$ cat src/rtl/lockdet_pkg.sv
package lockdet_pkg;

  localparam int NUM_LOOPS = 2;
  localparam int LOOP_IF   = 0;
  localparam int LOOP_RF   = 1;

  typedef enum logic [1:0] {
    MS_IDLE     = 2'd0,
    MS_WAIT_FB  = 2'd1,
    MS_WAIT_REF = 2'd2
  } meas_state_e;

  typedef enum logic [2:0] {
    SEL_ANALOG  = 3'd0,
    SEL_IF_LOCK = 3'd1,
    SEL_RF_LOCK = 3'd2,
    SEL_BOTH    = 3'd3,
    SEL_IF_REF  = 3'd4,
    SEL_IF_FB   = 3'd5,
    SEL_RF_REF  = 3'd6,
    SEL_RF_FB   = 3'd7
  } stat_sel_e;

endpackage

$ cat src/rtl/phase_gap_meter.sv
module phase_gap_meter
  import lockdet_pkg::*;
#(
  parameter int WAIT_LIMIT = 255,
  parameter int CNT_W      = $clog2(WAIT_LIMIT + 1)
) (
  input  logic             clk,
  input  logic             rst_n,
  input  logic             pwr_dn,
  input  logic             ref_pulse,
  input  logic             fb_pulse,
  output logic             meas_valid,
  output logic [CNT_W-1:0] meas_err,
  output logic             meas_miss
);

  localparam logic [CNT_W-1:0] LIMIT_V = CNT_W'(WAIT_LIMIT);
  localparam logic [CNT_W-1:0] ONE_V   = CNT_W'(1);

  meas_state_e      state_q, state_d;
  logic [CNT_W-1:0] cnt_q, cnt_d;
  logic             valid_q, valid_d;
  logic [CNT_W-1:0] err_q, err_d;
  logic             miss_q, miss_d;
  logic             lead_edge, lag_edge;

  // In a wait state: lead_edge repeats the edge that opened the window,
  // lag_edge is the partner that closes it.
  always_comb begin
    lead_edge = 1'b0;
    lag_edge  = 1'b0;
    if (state_q == MS_WAIT_FB) begin
      lead_edge = ref_pulse;
      lag_edge  = fb_pulse;
    end else if (state_q == MS_WAIT_REF) begin
      lead_edge = fb_pulse;
      lag_edge  = ref_pulse;
    end
  end

  always_comb begin
    state_d = state_q;
    cnt_d   = cnt_q;
    valid_d = 1'b0;
    err_d   = err_q;
    miss_d  = miss_q;
    if (pwr_dn) begin
      state_d = MS_IDLE;
      cnt_d   = '0;
    end else begin
      unique case (state_q)
        MS_IDLE: begin
          if (ref_pulse && fb_pulse) begin
            valid_d = 1'b1;
            err_d   = '0;
            miss_d  = 1'b0;
          end else if (ref_pulse) begin
            state_d = MS_WAIT_FB;
            cnt_d   = ONE_V;
          end else if (fb_pulse) begin
            state_d = MS_WAIT_REF;
            cnt_d   = ONE_V;
          end
        end
        MS_WAIT_FB, MS_WAIT_REF: begin
          if (lag_edge) begin
            valid_d = 1'b1;
            err_d   = cnt_q;
            miss_d  = 1'b0;
            if (lead_edge) begin
              cnt_d = ONE_V;
            end else begin
              state_d = MS_IDLE;
              cnt_d   = '0;
            end
          end else if (lead_edge) begin
            valid_d = 1'b1;
            err_d   = cnt_q;
            miss_d  = 1'b1;
            cnt_d   = ONE_V;
          end else if (cnt_q == LIMIT_V) begin
            valid_d = 1'b1;
            err_d   = cnt_q;
            miss_d  = 1'b1;
            state_d = MS_IDLE;
            cnt_d   = '0;
          end else begin
            cnt_d = cnt_q + ONE_V;
          end
        end
        default: begin
          state_d = MS_IDLE;
          cnt_d   = '0;
        end
      endcase
    end
  end

  always_ff @(posedge clk or negedge rst_n) begin
    if (!rst_n) begin
      state_q <= MS_IDLE;
      cnt_q   <= '0;
      valid_q <= 1'b0;
      err_q   <= '0;
      miss_q  <= 1'b0;
    end else begin
      state_q <= state_d;
      cnt_q   <= cnt_d;
      valid_q <= valid_d;
      err_q   <= err_d;
      miss_q  <= miss_d;
    end
  end

  assign meas_valid = valid_q;
  assign meas_err   = err_q;
  assign meas_miss  = miss_q;

endmodule

$ cat src/rtl/lock_hysteresis.sv
module lock_hysteresis #(
  parameter int CNT_W       = 8,
  parameter int ENTRY_TICKS = 8,
  parameter int EXIT_TICKS  = 16,
  parameter int LOCK_COUNT  = 5
) (
  input  logic             clk,
  input  logic             rst_n,
  input  logic             pwr_dn,
  input  logic             meas_valid,
  input  logic [CNT_W-1:0] meas_err,
  input  logic             meas_miss,
  output logic             lock_o
);

  localparam int GC_W = $clog2(LOCK_COUNT + 1);
  localparam logic [GC_W-1:0]  LAST_GOOD = GC_W'(LOCK_COUNT - 1);
  localparam logic [CNT_W:0]   ENTRY_V   = (CNT_W + 1)'(ENTRY_TICKS);
  localparam logic [CNT_W:0]   EXIT_V    = (CNT_W + 1)'(EXIT_TICKS);

  logic            locked_q, locked_d;
  logic [GC_W-1:0] good_q, good_d;
  logic            tight_ok, wide_ok;
  logic            upd_en;

  // Compare in one extra bit so a threshold at the top of the counter range stays valid.
  assign tight_ok = !meas_miss && ({1'b0, meas_err} < ENTRY_V);
  assign wide_ok  = !meas_miss && ({1'b0, meas_err} <= EXIT_V);
  assign upd_en   = pwr_dn || meas_valid;

  always_comb begin
    locked_d = locked_q;
    good_d   = good_q;
    if (pwr_dn) begin
      locked_d = 1'b0;
      good_d   = '0;
    end else if (meas_valid) begin
      if (locked_q) begin
        if (!wide_ok) begin
          locked_d = 1'b0;
          good_d   = '0;
        end
      end else if (tight_ok) begin
        if (good_q == LAST_GOOD) begin
          locked_d = 1'b1;
          good_d   = '0;
        end else begin
          good_d = good_q + GC_W'(1);
        end
      end else begin
        good_d = '0;
      end
    end
  end

  always_ff @(posedge clk or negedge rst_n) begin
    if (!rst_n) begin
      locked_q <= 1'b0;
      good_q   <= '0;
    end else if (upd_en) begin
      locked_q <= locked_d;
      good_q   <= good_d;
    end
  end

  assign lock_o = locked_q && !pwr_dn;

endmodule

$ cat src/rtl/status_select.sv
module status_select
  import lockdet_pkg::*;
(
  input  logic                 ana_lock,
  input  logic [NUM_LOOPS-1:0] lock_flag,
  input  logic [NUM_LOOPS-1:0] ref_div,
  input  logic [NUM_LOOPS-1:0] fb_div,
  input  logic [2:0]           stat_sel,
  output logic                 stat_out
);

  always_comb begin
    unique case (stat_sel_e'(stat_sel))
      SEL_ANALOG:  stat_out = ana_lock;
      SEL_IF_LOCK: stat_out = lock_flag[LOOP_IF];
      SEL_RF_LOCK: stat_out = lock_flag[LOOP_RF];
      SEL_BOTH:    stat_out = lock_flag[LOOP_IF] && lock_flag[LOOP_RF];
      SEL_IF_REF:  stat_out = ref_div[LOOP_IF];
      SEL_IF_FB:   stat_out = fb_div[LOOP_IF];
      SEL_RF_REF:  stat_out = ref_div[LOOP_RF];
      SEL_RF_FB:   stat_out = fb_div[LOOP_RF];
      default:     stat_out = 1'b0;
    endcase
  end

endmodule

$ cat src/rtl/lock_status_unit.sv
module lock_status_unit
  import lockdet_pkg::*;
#(
  parameter int ENTRY_TICKS = 8,
  parameter int LOCK_COUNT  = 5,
  parameter int WAIT_LIMIT  = 255
) (
  input  logic       clk,
  input  logic       rst_n,
  input  logic [1:0] ref_pulse,
  input  logic [1:0] fb_pulse,
  input  logic [1:0] pwr_dn,
  input  logic       ana_lock,
  input  logic [1:0] ref_div,
  input  logic [1:0] fb_div,
  input  logic [2:0] stat_sel,
  output logic [1:0] lock_flag,
  output logic       stat_out
);

  localparam int EXIT_TICKS = 2 * ENTRY_TICKS;
  localparam int MAX_TICKS  = (WAIT_LIMIT > EXIT_TICKS) ? WAIT_LIMIT : EXIT_TICKS;
  localparam int CNT_W      = $clog2(MAX_TICKS + 1);

  logic [NUM_LOOPS-1:0]            meas_valid_v;
  logic [NUM_LOOPS-1:0][CNT_W-1:0] meas_err_v;
  logic [NUM_LOOPS-1:0]            meas_miss_v;
  logic [NUM_LOOPS-1:0]            lock_v;

  for (genvar g = 0; g < NUM_LOOPS; g++) begin : g_loop
    phase_gap_meter #(
      .WAIT_LIMIT (WAIT_LIMIT),
      .CNT_W      (CNT_W)
    ) u_meter (
      .clk        (clk),
      .rst_n      (rst_n),
      .pwr_dn     (pwr_dn[g]),
      .ref_pulse  (ref_pulse[g]),
      .fb_pulse   (fb_pulse[g]),
      .meas_valid (meas_valid_v[g]),
      .meas_err   (meas_err_v[g]),
      .meas_miss  (meas_miss_v[g])
    );

    lock_hysteresis #(
      .CNT_W       (CNT_W),
      .ENTRY_TICKS (ENTRY_TICKS),
      .EXIT_TICKS  (EXIT_TICKS),
      .LOCK_COUNT  (LOCK_COUNT)
    ) u_filter (
      .clk        (clk),
      .rst_n      (rst_n),
      .pwr_dn     (pwr_dn[g]),
      .meas_valid (meas_valid_v[g]),
      .meas_err   (meas_err_v[g]),
      .meas_miss  (meas_miss_v[g]),
      .lock_o     (lock_v[g])
    );
  end

  status_select u_sel (
    .ana_lock  (ana_lock),
    .lock_flag (lock_v),
    .ref_div   (ref_div),
    .fb_div    (fb_div),
    .stat_sel  (stat_sel),
    .stat_out  (stat_out)
  );

  assign lock_flag = lock_v;

endmodule

$ cat config.mk
export PLATFORM = sky130hd
export DESIGN_NAME = lock_status_unit
export DESIGN_NICKNAME = d
export VERILOG_FILES = /design/src/rtl/lockdet_pkg.sv /design/src/rtl/phase_gap_meter.sv /design/src/rtl/lock_hysteresis.sv /design/src/rtl/status_select.sv /design/src/rtl/lock_status_unit.sv
export SDC_FILE = /design/constraint.sdc
export NUM_CORES = 1
export LEC_CHECK = 0
export BUFFER_PORTS_ARGS = -buffer_cell sky130_fd_sc_hd__buf_2
export CAP_MARGIN = 5
export CORE_UTILIZATION = 62
export CTS_CLUSTER_SIZE = 40
export DETAILED_ROUTE_END_ITERATION = 10
export PLACE_DENSITY = 0.85
export SYNTH_ARGS = -nofsm -noshare
export SYNTH_HDL_FRONTEND = slang
export SYNTH_SLANG_ARGS = --single-unit
$ cat constraint.sdc
create_clock -name clk -period 4.1 [get_ports clk]
set_input_delay 0.205 -clock clk [delete_from_list [all_inputs] [get_ports clk]]
set_output_delay 0.205 -clock clk [all_outputs]
set_load 0.1 [all_outputs]
* Yosys cells after proc, flatten, opt, wreduce, memory -nomap -nowiden
Cells that the tools add are included.
Cells by class: add/subtract/negate cells 4, $mul 0, div/mod/pow operators 0, order comparisons 4, equality and inequality tests 29, shift operators 0, muxes and demuxes 101, bitwise gates (word level) 2, reduce and logical (&&, ||, !) cells 34
Operators with widths (number):
- $mux 8 | 22
- $pmux 8 s2 | 4
- $mux 1 | 40
- $mux 3 | 12
- $mux 2 | 16
- $eq 3x3->1 const B | 6
- $ne 3x3->1 const B | 6
- $add 8x1->8 const B | 2
- $eq 8x8->1 const B | 2
- $le 8x5->1 const B | 2
- $lt 8x4->1 const B | 2
- $reduce_and 4->1 | 4
- $logic_and 1x1->1 | 9
- $ne 4x1->1 const B | 2
- $ne 4x2->1 const B | 2
- $ne 4x4->1 const B | 2
- $pmux 1 s2 | 4
- $pmux 1 s8 | 1
- $pmux 2 s2 | 2
- $reduce_and 2->1 | 4
- $reduce_bool 2->1 | 4
- $add 3x1->3 const B | 2
- $eq 3x2->1 const B | 2
- $reduce_and 3->1 | 2
- 10 further kinds | 20
Word-level totals: bits in registers 48, bits in latches 0, bits in writable memories 0, memory bits (read-only) 0, input bits 16, output and inout port bits 3, logic and storage cells 188, memories 0

* Depth between registers and ports, before layout
Gate-level depths: netlist (run 1).
depth after elaboration 7, gate-level depth with buffers 9, depth with buffers taken out 7

* By module
From an unflattened synthesis (run 1), not the netlist that was laid out.
Second synthesis, totals: cell total of the unflattened synthesis 363, area, all modules 3383.2 um2
By module, submodules not included:
- phase_gap_meter | times used 2, cells each 148, area an instance 1363.8 um2
- lock_hysteresis | times used 2, cells each 29, area an instance 296.5 um2
- status_select | times used 1, cells each 9, area an instance 62.6 um2

* Least setup slack after synthesis (run 1)
Ideal clock, no wire load.
path type input -> output, start in pwr_dn[0], end out stat_out, arrival time 2.915 ns, data required time 3.895 ns, setup slack 0.980 ns, cell stages on the path 4, path through clkbuf_1 nor2b_1 o22ai_1 o31ai_1
Between the ends: cells in the longest elaborated chain, start to end 4
RTL lines:
- start: declaration | RTL line lock_status_unit.sv:12 | input logic [1:0] pwr_dn,
- $logic_not 1->1 (*) | RTL line lock_hysteresis.sv:66 | assign lock_o = locked_q && !pwr_dn;
- $logic_and 1x1->1 (*) | RTL line lock_hysteresis.sv:66
- named net g_loop[0].u_filter.lock_o | RTL line lock_hysteresis.sv:13 | output logic lock_o
- $logic_and 1x1->1 | RTL line status_select.sv:17 | SEL_BOTH: stat_out = lock_flag[LOOP_IF] && lock_flag[LOOP_RF];
- $pmux 1 s8 (*) | RTL line status_select.sv:13 | unique case (stat_sel_e'(stat_sel))
- end: declaration | RTL line lock_status_unit.sv:18 | output logic stat_out
The timed path passes the listed nets; every way through them passes the cells marked *.

* Final worst setup path (run 1)
start reg g_loop[0].u_meter.cnt_q[0], end reg g_loop[0].u_meter.miss_q
Between the ends: cells in the longest elaborated chain, start to end 3
RTL lines:
- start: declaration | RTL line phase_gap_meter.sv:21 | logic [CNT_W-1:0] cnt_q, cnt_d;
- start signal: assignment | RTL line phase_gap_meter.sv:108 | cnt_q <= cnt_d;
- $eq 8x8->1 | RTL line phase_gap_meter.sv:81 | end else if (cnt_q == LIMIT_V) begin
- $ne 4x1->1 (no line)
- $reduce_and 4->1 (no line)
- end signal: assignment | RTL line phase_gap_meter.sv:111 | miss_q <= miss_d;
- end: declaration | RTL line phase_gap_meter.sv:24 | logic miss_q, miss_d;
No other way between the ends. A chain may end at the register's enable or synchronous reset.

==> impl_metrics.yaml, run 1 <==
status:
  run_status: "finished, final reports clean"
synth:
  synth-async-reset-ratio_pct: 100.0
  synthesis.nets: 356
  ys_types: 53
  seq_area_frac_synth_pct: 41.63
  synth_area_um2: 2885
  syn_inst: 326
  synthTopCellsByArea: "dfrtp_1, nand2_1, ha_1, o21ai_0, nand3_1"
  yosys_register_bits: 48
  synth_edf_count: 0
  synth_top_cell_area_share_pct: 41.63
  synth_top_flop_cell: "dfrtp_1"
  postSynthAreaPerCell_um2: 8.851
  yosys.area.top_type: "dfrtp_1"
  yosys_warnings: 0
worst_setup_path:
  crit_buf_inv: 0
  cpPeakStageDelay_ps: 440
  crit_type: "register to register"
  path_cells: "ha_1 -> and4_1 -> and4_2 -> nor3_4 -> mux2_2 -> a22o_1"
  required_ps: 4290
  reg2reg_depth: 6
  crit_fanout: 18
  crit_path_end_kind: "register"
  critPathSlowestCell: "dfrtp_1"
  ff2ff_setup_slack_ps: 1710
  r2r_end: "g_loop[0].u_meter.meas_miss"
  r2r-start: "g_loop[0].u_meter.cnt_q[0]"
  worstPathArrival_ps: 2580
  path_delay_family: "simple AND/OR/NAND/NOR gates"
  crit_path_start_kind: "register"
place:
  port-buffer-count: 18
  placed_cells: 381
  place.gp.congestion: 0.8809
  place.detailed.hpwl_um: 4085
drt:
  viasPerCell: 6.224
  dr.pass1.iters: 4
  drtIter0Drc: 186
  finalWirelength_um: 5481
  wl_per_cell_um: 14.09
  ant_nets: 0
  drc_errors: 0
  num_vias: 2421
power_and_ir_drop:
  power.switching_uw: 459.9
  power_frac_comb_pct: 30.9
  pwr-share-clk_pct: 25.7
  power_frac_seq_pct: 43.4
  ir_drop_v: 0.0002329
  p_sw_share_pct: 35.49
  p_per_area_nw_per_um2: 421.5
  intPower_uw: 835.9
  p_leak_nw: 1.350
cells_and_area:
  synthToLayoutAreaGrowth_pct: 6.548
  fin_nets: 366
  final_common_cell: "nand2_1"
  n_antenna_cell: 0
  drive_gt1_share_pct: 10.09
  utilization_pct: 69.64
  instances_no_fill: 389
  mostFrequentLayoutCells: "nand2_1, dfrtp_1, o21ai_0"
clock_network:
  cts_num_sinks: 48
  clkLatencyLatePin_ps: 300
  postCtsSetupBuffers: 0
  root_buffer: "clkbuf_8"
  cts_tree: "built"
  hold_buffers: 0
  cts_resized: 0
  cts-buffers-inserted: 5
  h-tree-depth: 2
  clock_path_buffers: 2
  cts.clk_slew.worst_paths_ps: 80
timing:
  timing.final.crit_share_pct: 58.26
  finalHoldViolations: 0
  maxSlewViolCount: 0
  tightest_slew_ps: 996.1
  rsz0062_at_grt: "no"
  final.setup_skew_ps: 5.429
  slew_headroom_pct: 33.59
  max_freq_ghz: 0.4186
  final.setup.tns_ps: 0
  setup_viol: 0
  finalCriticalPeriod_ps: 2389
floorplan:
  core_area_um2: 4414
  chipWidth_um: 70.22
  die_y_um: 70.22
  ioPinCount: 19
  die_area_um2: 4930
  start_util_pct: 65.36
  num_rows: 24
job:
  drv_cap: 0
grt:
  overflow: 0
  antenna_found_initial: 0
  grt_pass1_wl_um: 9584
  grt_max_degree: 49
  grtUsageTotal_pct: 24.30
  grt_pass1_vias: 2170
worst_hold_path:
  hp-class: "input port to async pin"
kinds of logic (layout without fill, tap and decap cells):
| family | count (synthesis) | count (layout) | share of synthesized area, % |
|---|---|---|---|
| flops | 48 | 48 | 41.63 |
| buf+inv | 28 | 39 | 4.250 |
| simple gates | 147 | 147 | 26.15 |
| compound gates | 86 | 86 | 20.38 |
| fa+ha+maj | 14 | 14 | 6.071 |
| mux | 3 | 3 | 1.518 |
synthesized netlist by cell type, drive strengths merged, types with 5 or more instances:
master,count
a21oi,9
a22o,10
and3,5
buf,6
clkbuf,9
dfrtp,48
ha,14
inv,13
nand2,56
nand2b,9
nand3,24
nor2,14
nor2b,8
nor3,6
nor4,6
o21ai,31
o311ai,8
o31ai,5
power groups by stage:
stage	Sequential, mW	Clock (mW)	Combinational, mW
floorplan	0.558	0	0.327
global placement	0.568	0	0.384
detailed placement	0.571	0	0.398
CTS	0.563	0.340	0.402
global route	0.570	0.353	0.453
finish	0.562	0.333	0.401
state kept, by name, indices dropped and copies added, names as in the netlist:
signal and count:
g_loop.u_meter.meas_err 16, g_loop.u_meter.meas_valid 2, g_loop.u_meter.state_q 4, g_loop.u_filter.good_q 6
g_loop.u_meter.meas_miss 2, g_loop.u_meter.cnt_q 16, g_loop.u_filter.locked_q 2
cell type report:
class | instances | area, um^2
Inverter | 13 | 48.80
Sequential cell | 48 | 1201
Tap cell | 52 | 65.06
Clock inverter | 2 | 35.03
Fill cell | 368 | 1340
Multi-Input combinational cell | 250 | 1562
Clock buffer | 6 | 72.57
Timing Repair Buffer | 18 | 90.09
worst max-delay path by stage:
stage | endpoint | cells after the start | slack [ps] | startpoint
floorplan | stat_out | 4 | 980 | pwr_dn[0]
global placement | g_loop[0].u_meter.meas_miss | 6 | 1830 | g_loop[0].u_meter.cnt_q[0]
detailed placement | g_loop[0].u_meter.meas_miss | 6 | 1760 | g_loop[0].u_meter.cnt_q[0]
CTS | g_loop[0].u_meter.meas_miss | 6 | 1720 | g_loop[0].u_meter.cnt_q[0]
global route | g_loop[0].u_meter.meas_miss | 6 | 1550 | g_loop[0].u_meter.cnt_q[0]
finish | g_loop[0].u_meter.meas_miss | 6 | 1710 | g_loop[0].u_meter.cnt_q[0]
per-layer routing:
metal	wire (um)	global-route usage [%]
met5	0	0
met4	90	9.778
met3	220	3.608
met2	2491	38.46
met1	2678	33.75
stage by stage:
stage | hold slack, ps | total power, mW | area (um^2) | setup slack [ps]
after detailed placement | 444.9 | 0.9693 | 2967 | 1762
after CTS | 117.6 | 1.304 | 3074 | 1720
after floorplan | -90.59 | 0.8855 | 2885 | 979.8
final | 60.61 | 1.296 | 3074 | 1711
after global routing | 166.5 | 1.377 | 3074 | 1547
after global placement | 445.3 | 0.9525 | 2967 | 1835
Power figures use the tool's default switching activity.
==> inputs of run 2 (changes only) <==
--- a/config.mk
+++ b/config.mk
@@ -7,10 +7,10 @@
 export LEC_CHECK = 0
 export BUFFER_PORTS_ARGS = -buffer_cell sky130_fd_sc_hd__buf_2
 export CAP_MARGIN = 5
-export CORE_UTILIZATION = 62
+export CORE_UTILIZATION = 60
 export CTS_CLUSTER_SIZE = 40
 export DETAILED_ROUTE_END_ITERATION = 10
-export PLACE_DENSITY = 0.85
+export PLACE_DENSITY = 0.83
 export SYNTH_ARGS = -nofsm -noshare
 export SYNTH_HDL_FRONTEND = slang
 export SYNTH_SLANG_ARGS = --single-unit
==> constraint.sdc (replaced) <==
create_clock -name clk -period 2.3 [get_ports clk]
set_input_delay 0.115 -clock clk [delete_from_list [all_inputs] [get_ports clk]]
set_output_delay 0.115 -clock clk [all_outputs]
set_load 0.1 [all_outputs]
==> impl_metrics.yaml, run 2 (same netlist as run 1, synthesis figures left out) <==
floorplan:
  die_area_um2: 5090
  num_rows: 24
  core_area_um2: 4474
  chipWidth_um: 71.35
  die_y_um: 71.35
  ioPinCount: 19
  start_util_pct: 64.49
cells_and_area:
  synthToLayoutAreaGrowth_pct: 9.670
  fill_cells: 342
  drive_gt1_share_pct: 12.21
  fin_nets: 373
  final_common_cell: "nand2_1"
  n_antenna_cell: 0
  multi_input_area_um2: 1567
  regArea_um2: 1201
  mostFrequentLayoutCells: "nand2_1, dfrtp_1, o21ai_0"
drt:
  wl_per_cell_um: 14.72
  num_vias: 2446
  ant_nets: 0
  viasPerCell: 6.177
  drc_errors: 3
  finalWirelength_um: 5828
  dr.pass1.iters: 7
  drtIter0Drc: 203
worst_setup_path:
  crit_path_end_kind: "register"
  worstPathArrival_ps: 2300
  cpPeakStageDelay_ps: 500
  crit_type: "register to register"
  required_ps: 2470
  critPathLaunch: "g_loop[0].u_meter.state_q[0]"
  path_cells: "inv_1 -> ha_1 -> nand2_1 -> o21ai_0 -> nor3_4 -> buf_4 -> o311ai_0"
  ff2ff_setup_slack_ps: 170
  critPathSlowestCell: "o21ai_0"
  r2r-start: "g_loop[0].u_meter.state_q[0]"
  timing.critical_path.to: "g_loop[0].u_meter.meas_err[6]"
  crit_fanout: 17
  r2r_end: "g_loop[0].u_meter.meas_err[6]"
  reg2reg_depth: 7
  crit_path_start_kind: "register"
power_and_ir_drop:
  pwr-share-clk_pct: 29.2
  p_per_area_nw_per_um2: 782.6
  power.switching_uw: 846.7
  power_frac_seq_pct: 40.4
  finalPower_mw: 2.476
  ir_drop_v: 0.0004421
  p_leak_nw: 1.398
  power_frac_comb_pct: 30.4
  intPower_mw: 1.630
  p_sw_share_pct: 34.19
grt:
  use_met2_pct: 41.16
  grt_pass1_vias: 2256
  grtUsageTotal_pct: 24.86
  grtUsageMet3_pct: 4.079
  top_usage_layer: "met2"
  overflow: 0
  grt_pass1_wl_um: 10140
  grtUsageMet1_pct: 33.92
  grt_max_degree: 28
  antenna_found_initial: 0
place:
  place.detailed.hpwl_um: 4181
  port-buffer-count: 18
  place.gp.congestion: 0.9189
clock_network:
  root_buffer: "clkbuf_8"
  h-tree-depth: 2
  clkLatencyLatePin_ps: 300
  postCtsSetupBuffers: 0
  cts_resized: 0
  hold_buffers: 1
  clock_path_buffers: 2
  cts_num_sinks: 48
  cts-buffers-inserted: 5
  cts_tree: "built"
  cts.clk_slew.worst_paths_ps: 90
status:
  failed_checks: "design-rule violations"
  run_status: "finished, violations left"
job:
  drv_cap: 0
timing:
  final.setup.tns_ps: 0
  slew_headroom_pct: 57.67
  max_freq_ghz: 0.4691
  whs_ps: 176.2
  tightest_slew_ps: 628.3
  finalCriticalPeriod_ps: 2132
  setup_viol: 0
  finalHoldViolations: 0
  rsz0062_at_grt: "no"
  timing.final.crit_share_pct: 92.68
  maxSlewViolCount: 0
  final.setup_skew_ps: 8.545
worst_hold_path:
  hp-class: "input port to register"
[run 2: changes by cell type in the layout (fill, tap and decap cells not counted), sizes merged]
| cell | before | now |
|---|---|---|
| clkbuf | 6 | 5 |
| dlygate4sd3 | 0 | 1 |
| buf | 18 | 24 |
| clkinv | 1 | 0 |
| inv | 13 | 14 |
| bufinv | 1 | 2 |
[run 2: per-stage QoR]
step                      std cells  setup slack [ps]  instance area (um^2)  util [%]
after floorplan                 326             180.1                  2890         -
after global routing            396             27.90                  3164     70.72
after global placement          387             272.9                  3017     67.42
final                           396             168.3                  3164     70.72
after detailed placement        387             202.1                  3017     67.42
after CTS                       396             154.3                  3164     70.72
[run 2: worst min-delay path by stage]
stage,start,to,slack [ps],depth (start not counted)
after global placement,rst_n,g_loop[1].u_filter.good_q[0],100,1
final,pwr_dn[1],g_loop[1].u_meter.cnt_q[6],180,2
after CTS,pwr_dn[1],g_loop[1].u_meter.cnt_q[6],160,2
after detailed placement,rst_n,g_loop[1].u_filter.good_q[0],110,1
after global routing,pwr_dn[1],g_loop[1].u_meter.cnt_q[6],180,2
after floorplan,rst_n,g_loop[0].u_filter.good_q[0],-180,0
[run 2: power by group through the flow]
stage | Combinational, mW | Sequential, mW | Clock [mW]
floorplan | 0.585 | 0.995 | 0
global placement | 0.728 | 1.01 | 0
detailed placement | 0.746 | 1.02 | 0
CTS | 0.750 | 0.999 | 0.736
global route | 0.845 | 1.01 | 0.768
finish | 0.753 | 1.00 | 0.722
[run 2: final cells by class]
cell class | count | share of cell area (%)
multi-input cells | 250 | 49.51
flip-flops and latches | 48 | 37.96
inverters | 13 | 1.542
repair buffers | 25 | 4.587
clock inverters | 3 | 2.175
clock buffers | 5 | 2.175
well taps | 52 | 2.056
[run 2: metal layers]
| layer | part of all wire [%] | vias to the layer above |
|---|---|---|
| met5 | 0 | - |
| met4 | 1.3 | 0 |
| met3 | 3.2 | 8 |
| met2 | 46 | 48 |
| met1 | 49 | 1166 |
| li1 | - | 1224 |
[run 2: critical path, delay by kind of cell, from the launching register on]
| family | cells | cell delay, ps |
|---|---|---|
| AOI/OAI and AO/OA | 2 | 900 |
| DFF | 1 | 430 |
| buffers and inverters | 2 | 310 |
| adders and majority gates | 1 | 190 |
| and+or+nand+nor | 2 | 160 |
